<file path="config.mk">
export PLATFORM = sky130hd
export DESIGN_NAME = lux_window_alarm
export DESIGN_NICKNAME = d
export VERILOG_FILES = /design/src/rtl/lux_alarm_pkg.sv /design/src/rtl/lux_win_compare.sv /design/src/rtl/lux_run_counter.sv /design/src/rtl/lux_alarm_latch.sv /design/src/rtl/lux_window_alarm.sv
export SDC_FILE = /design/constraint.sdc
export NUM_CORES = 1
export LEC_CHECK = 0
export BUFFER_PORTS_ARGS = -buffer_cell sky130_fd_sc_hd__clkbuf_2
export CORE_MARGIN = 2
export CORE_UTILIZATION = 48
export CTS_CLUSTER_DIAMETER = 120
export DETAILED_ROUTE_END_ITERATION = 6
export GPL_TIMING_DRIVEN = 0
export PLACE_DENSITY_LB_ADDON = 0.3
export SYNTH_ARGS = -nofsm -noshare
export SYNTH_HDL_FRONTEND = slang
export SYNTH_HIERARCHICAL = 1
export SYNTH_SLANG_ARGS = --single-unit
</file>
<file path="constraint.sdc">
create_clock -name clk -period 2.2 [get_ports clk]
set_input_delay 0.11 -clock clk [delete_from_list [all_inputs] [get_ports clk]]
set_output_delay 0.11 -clock clk [all_outputs]
set_load 0.1 [all_outputs]
</file>
<file path="src/rtl/lux_alarm_pkg.sv">
package lux_alarm_pkg;

    localparam int MAX_RUN = 16;
    localparam int RUN_W   = $clog2(MAX_RUN + 1);

    typedef enum logic [1:0] {
        RUN_1  = 2'b00,
        RUN_4  = 2'b01,
        RUN_8  = 2'b10,
        RUN_16 = 2'b11
    } run_sel_e;

    typedef struct packed {
        logic above;
        logic below;
    } win_cmp_t;

    function automatic logic [RUN_W-1:0] run_length(input run_sel_e sel);
        case (sel)
            RUN_1:   return RUN_W'(1);
            RUN_4:   return RUN_W'(4);
            RUN_8:   return RUN_W'(8);
            default: return RUN_W'(MAX_RUN);
        endcase
    endfunction

    function automatic logic is_outside(input win_cmp_t c);
        return c.above | c.below;
    endfunction

endpackage

</file>
<file path="src/rtl/lux_win_compare.sv">
module lux_win_compare
    import lux_alarm_pkg::*;
#(
    parameter int DATA_W = 16
) (
    input  logic [DATA_W-1:0] value,
    input  logic [DATA_W-1:0] upper,
    input  logic [DATA_W-1:0] lower,
    output win_cmp_t          cmp
);
    always_comb begin
        cmp.above = (value > upper);
        cmp.below = (value < lower);
    end
endmodule

</file>
<file path="src/rtl/lux_run_counter.sv">
module lux_run_counter
    import lux_alarm_pkg::*;
(
    input  logic             clk,
    input  logic             rst,
    input  logic             sample,
    input  logic             outside,
    input  logic [RUN_W-1:0] need,
    output logic             fire
);
    logic [RUN_W-1:0] run_q;
    logic [RUN_W-1:0] run_inc;
    logic             reached;

    always_comb begin
        run_inc = run_q + RUN_W'(1);
        reached = (run_inc >= need);
        fire    = sample & outside & reached;
    end

    always_ff @(posedge clk) begin
        if (rst) begin
            run_q <= '0;
        end else if (sample) begin
            if (!outside)
                run_q <= '0;
            else if (reached)
                run_q <= need;
            else
                run_q <= run_inc;
        end
    end
endmodule

</file>
<file path="src/rtl/lux_alarm_latch.sv">
module lux_alarm_latch (
    input  logic clk,
    input  logic rst,
    input  logic set_req,
    input  logic clr_req,
    output logic flag,
    output logic pull_low
);
    logic flag_q;

    always_ff @(posedge clk) begin
        if (rst)
            flag_q <= 1'b0;
        else if (set_req)
            flag_q <= 1'b1;
        else if (clr_req)
            flag_q <= 1'b0;
    end

    assign flag     = flag_q;
    assign pull_low = flag_q;
endmodule

</file>
<file path="src/rtl/lux_window_alarm.sv">
module lux_window_alarm
    import lux_alarm_pkg::*;
#(
    parameter int DATA_W = 16
) (
    input  logic              clk,
    input  logic              rst,
    input  logic              res_valid,
    input  logic [DATA_W-1:0] res_data,
    input  logic [DATA_W-1:0] lim_hi,
    input  logic [DATA_W-1:0] lim_lo,
    input  logic [1:0]        run_sel,
    input  logic              alarm_clr,
    output logic              alarm_flag,
    output logic              alarm_pull_low
);
    win_cmp_t         cmp;
    logic [RUN_W-1:0] need;
    logic             fire;

    assign need = run_length(run_sel_e'(run_sel));

    lux_win_compare #(.DATA_W(DATA_W)) u_cmp (
        .value (res_data),
        .upper (lim_hi),
        .lower (lim_lo),
        .cmp   (cmp)
    );

    lux_run_counter u_run (
        .clk     (clk),
        .rst     (rst),
        .sample  (res_valid),
        .outside (is_outside(cmp)),
        .need    (need),
        .fire    (fire)
    );

    lux_alarm_latch u_latch (
        .clk      (clk),
        .rst      (rst),
        .set_req  (fire),
        .clr_req  (alarm_clr),
        .flag     (alarm_flag),
        .pull_low (alarm_pull_low)
    );
endmodule

</file>
==> reports/results.ini <==
[worst_setup_path]
crit_path_max_fanout = 8
r2r_start = u_run/run_q[0]
path_depth = 8
crit_end = u_run/run_q[0]
critical_path_cell_by_cell = ha_4 > xor2_1 > ha_1 > a21o_1 > a31oi_2 > o21ai_4 > or3_1 > a31oi_1
critical_path.slowest_cell = sky130_fd_sc_hd__dfxtp_4
critical_path.startpoint_type = register
cp_slowest_stage_delay_ns = 0.36
rr_worst_depth = 8
worstSetupPathType = register to register
cp.buffers_inverters = 0
endpoint_kind = register
r2r_setup_slack_ns = 0.09
cp_data_arrival_time_ns = 2.28
timing.rr.end = u_run/run_q[0]
crit_path_start = u_run/run_q[0]
cp_top_family = compound AO/OA/AOI/OAI gates
worst_ep_required_time_ns = 2.37

[cells_and_area]
finish.net_count = 320
syn_to_final_growth_pct = 30.5
finish.utilization_pct = 66.7
diodes = 0
sequential_cell_area_um2 = 125
multi_input_area_um2 = 1050
num-fill-cells = 226
design_area_um2 = 1670
final_layout_size_suffix_gt1_share_pct = 33.9

[clock_network]
clock-sinks = 6
clk_root_buffer_cell = sky130_fd_sc_hd__clkbuf_4
worstSkewPairLatency_ns = 0.25
clock_path_buffers = 2
cts.htree.levels = 1
cts_inserted_buffers = 3
cts_tree = yes
clk_pin_slew_ns = 0.04

[logic_synthesis]
synthCells = 167
synth-main-ff-cell = sky130_fd_sc_hd__dfxtp_1
synth_seq_cells = 6
avgSynthCellArea_um2 = 7.65
ys_top_cells_by_area = sky130_fd_sc_hd__ha_1 36%, sky130_fd_sc_hd__inv_1 11%, sky130_fd_sc_hd__dfxtp_1 9.4%
synth.cells.most_frequent = 37 x sky130_fd_sc_hd__ha_1, 37 x sky130_fd_sc_hd__inv_1, 12 x sky130_fd_sc_hd__a21oi_1
post-synth-top-area-cell = sky130_fd_sc_hd__ha_1
post_synth_edffs = 0
netlist_area_um2 = 1280
ys.warnings.count = 6
synth-seq-area-share_pct = 9.40
synthArstFlopShare_pct = 0
synth.top_cell.area_share_pct = 36.2
netlist-cell-type-count = 38

[drt]
detail_route.drc_violations = 0
detailedRoute.firstPassIterationCount = 4
wl_per_cell_um = 10.5
first_iter_violations = 15
via_count = 1270
postRouteAntennaNets = 0
postRouteWirelength_mm = 2.71
drt-vias-per-instance = 4.94

[power]
power.clock.fraction_pct = 18.4
power_leakage_uw = 0.000984
power.share.combinational_pct = 58.3
intPower_uw = 337
power_switching_uw = 230
peakVddDrop_mv = 0.394
seq_power_share_pct = 23.3
power.share.switching_pct = 40.6
power.density_nw_per_um2 = 340

[global_routing]
grt_antenna_before_repair = 0
grt_max_degree = 9
first_global_vias = 1219
globalRouteOverflowTotal = 0
groute.usage.overall_pct = 18.1
grt_pass1_wl_mm = 4.64

[status]
run_status = complete, no violations

[placement]
dpl.hpwl_mm = 2.34
globalplace.congestion = 0.796
detailed_place.area_um2 = 1590
place.port_buffers = 55

[die]
placement_rows = 18
ios = 56
floorplan.die_area_um2 = 3090
placeableCoreArea_um2 = 2500
floorplan.initialDensity_pct = 51.1
floorplan.die.height_um = 55.6
die-width_um = 55.6

[worst_hold_path]
timing.hold.worst.class = primary input to register
worst_min_delay_path_startpoint = rst

[timing]
layout_min_cycle_time_ns = 2.11
finalSetupViolations = 0
finalHoldViolCount = 0
drv_slew = 0
fin_crit_sh_pct = 95.9
fin_skew_ns = 0.000952
max_freq_mhz = 474
worst_pin_slew_ns = 0.539
worst_slew_margin_rel_pct = 64.2

[run]
max_capacitance_violation_count = 0

state kept, by name, indices dropped and copies added (netlist names):
name,count
u_run/run_q,5
u_latch/flag,1
area by class of cell:
type | instances | area share, %
Sequential cell | 6 | 7.51
Buffer | 1 | 0.450
Timing Repair Buffer | 56 | 17.0
Tap cell | 30 | 2.25
Inverter | 37 | 8.33
Multi-Input combinational cell | 124 | 63.1
Clock buffer | 3 | 1.35
through the flow:
stage               TNS, ns  total power (µW)  hold WS (ns)  worst slack [ns]  instances
finish                    0               567        0.0794            0.0897        257
global route        -0.0413               627        0.0723           -0.0413        257
floorplan                 0               342         0.172             0.186        168
detailed placement  -0.0549               439         0.335           -0.0381        253
global placement    -0.0435               433         0.335           -0.0435        253
CTS                       0               547        0.0643           0.00134        256
logic make-up (layout without fill, tap and decap cells):
| logic type | after synthesis | in the layout | synth area share (%) |
|---|---|---|---|
| AOI/OAI and AO/OA | 34 | 34 | 18.0 |
| xor gates and xnor gates | 3 | 3 | 2.06 |
| adders and majority gates | 37 | 37 | 36.2 |
| buffers and inverters | 38 | 97 | 11.5 |
| DFF | 6 | 6 | 9.40 |
| muxes | 4 | 4 | 3.13 |
| other | 1 | 2 | 0.294 |
| and+or+nand+nor | 44 | 44 | 19.4 |
what timing repair did:
item | in CTS | in global routing
setup buffers | 0 | 1
gates resized for setup | 1 | 8
pin swaps | 1 | 1
hold buffers | 0 | 0
endpoints found under the setup margin | 1 | 5
worst min-delay path by stage:
stage / to / slack (ns) / cells after the start
after global placement: u_latch/flag / 0.33 / 2
after global routing: u_latch/flag / 0.07 / 2
after detailed placement: u_latch/flag / 0.34 / 2
final: u_latch/flag / 0.08 / 2
after floorplan: u_latch/flag / 0.17 / 1
after CTS: u_latch/flag / 0.06 / 2
cell usage in the layout (no fill, tap or decap), types with 2 or more instances in the layout:
| master | netlist | layout |
|---|---|---|
| sky130_fd_sc_hd__nor2b_1 | 3 | 3 |
| sky130_fd_sc_hd__buf_4 | 1 | 2 |
| sky130_fd_sc_hd__nor2_1 | 4 | 4 |
| sky130_fd_sc_hd__ha_1 | 37 | 36 |
| sky130_fd_sc_hd__a21o_1 | 4 | 4 |
| sky130_fd_sc_hd__nand4_1 | 6 | 6 |
| sky130_fd_sc_hd__a21oi_1 | 12 | 11 |
| sky130_fd_sc_hd__xnor2_1 | 2 | 2 |
| sky130_fd_sc_hd__or2_1 | 2 | 2 |
| sky130_fd_sc_hd__mux2i_1 | 4 | 4 |
| sky130_fd_sc_hd__nand2b_1 | 4 | 4 |
| sky130_fd_sc_hd__dfxtp_1 | 6 | 4 |
| sky130_fd_sc_hd__clkbuf_2 | 0 | 55 |
| sky130_fd_sc_hd__nand2_1 | 11 | 11 |
| sky130_fd_sc_hd__nand3_1 | 5 | 5 |
| sky130_fd_sc_hd__a21oi_2 | 2 | 3 |
| sky130_fd_sc_hd__conb_1 | 1 | 2 |
| sky130_fd_sc_hd__clkbuf_4 | 0 | 3 |
| sky130_fd_sc_hd__o21ai_0 | 5 | 5 |
| sky130_fd_sc_hd__inv_1 | 37 | 37 |
layer usage:
metal  part of all wire (%)  vias up  wire length [µm]  global-route usage, %
met2                     46       38              1250                   31.6
met3                    5.1        6               139                   3.95
met5                      0        -                 0                      0
met1                     47      527              1280                   22.2
li1                       -      699                 -                      -
met4                    1.1        0                31                   5.23
power by group through the flow:
stage	Combinational (µW)	Clock [µW]	Sequential, µW
5_1_grt	379	115	133
2_1_floorplan	202	0	140
6_report	330	104	132
4_1_cts	310	109	128
3_5_place_dp	309	0	130
3_3_place_gp	304	0	129
Power figures use the tool's default switching activity.
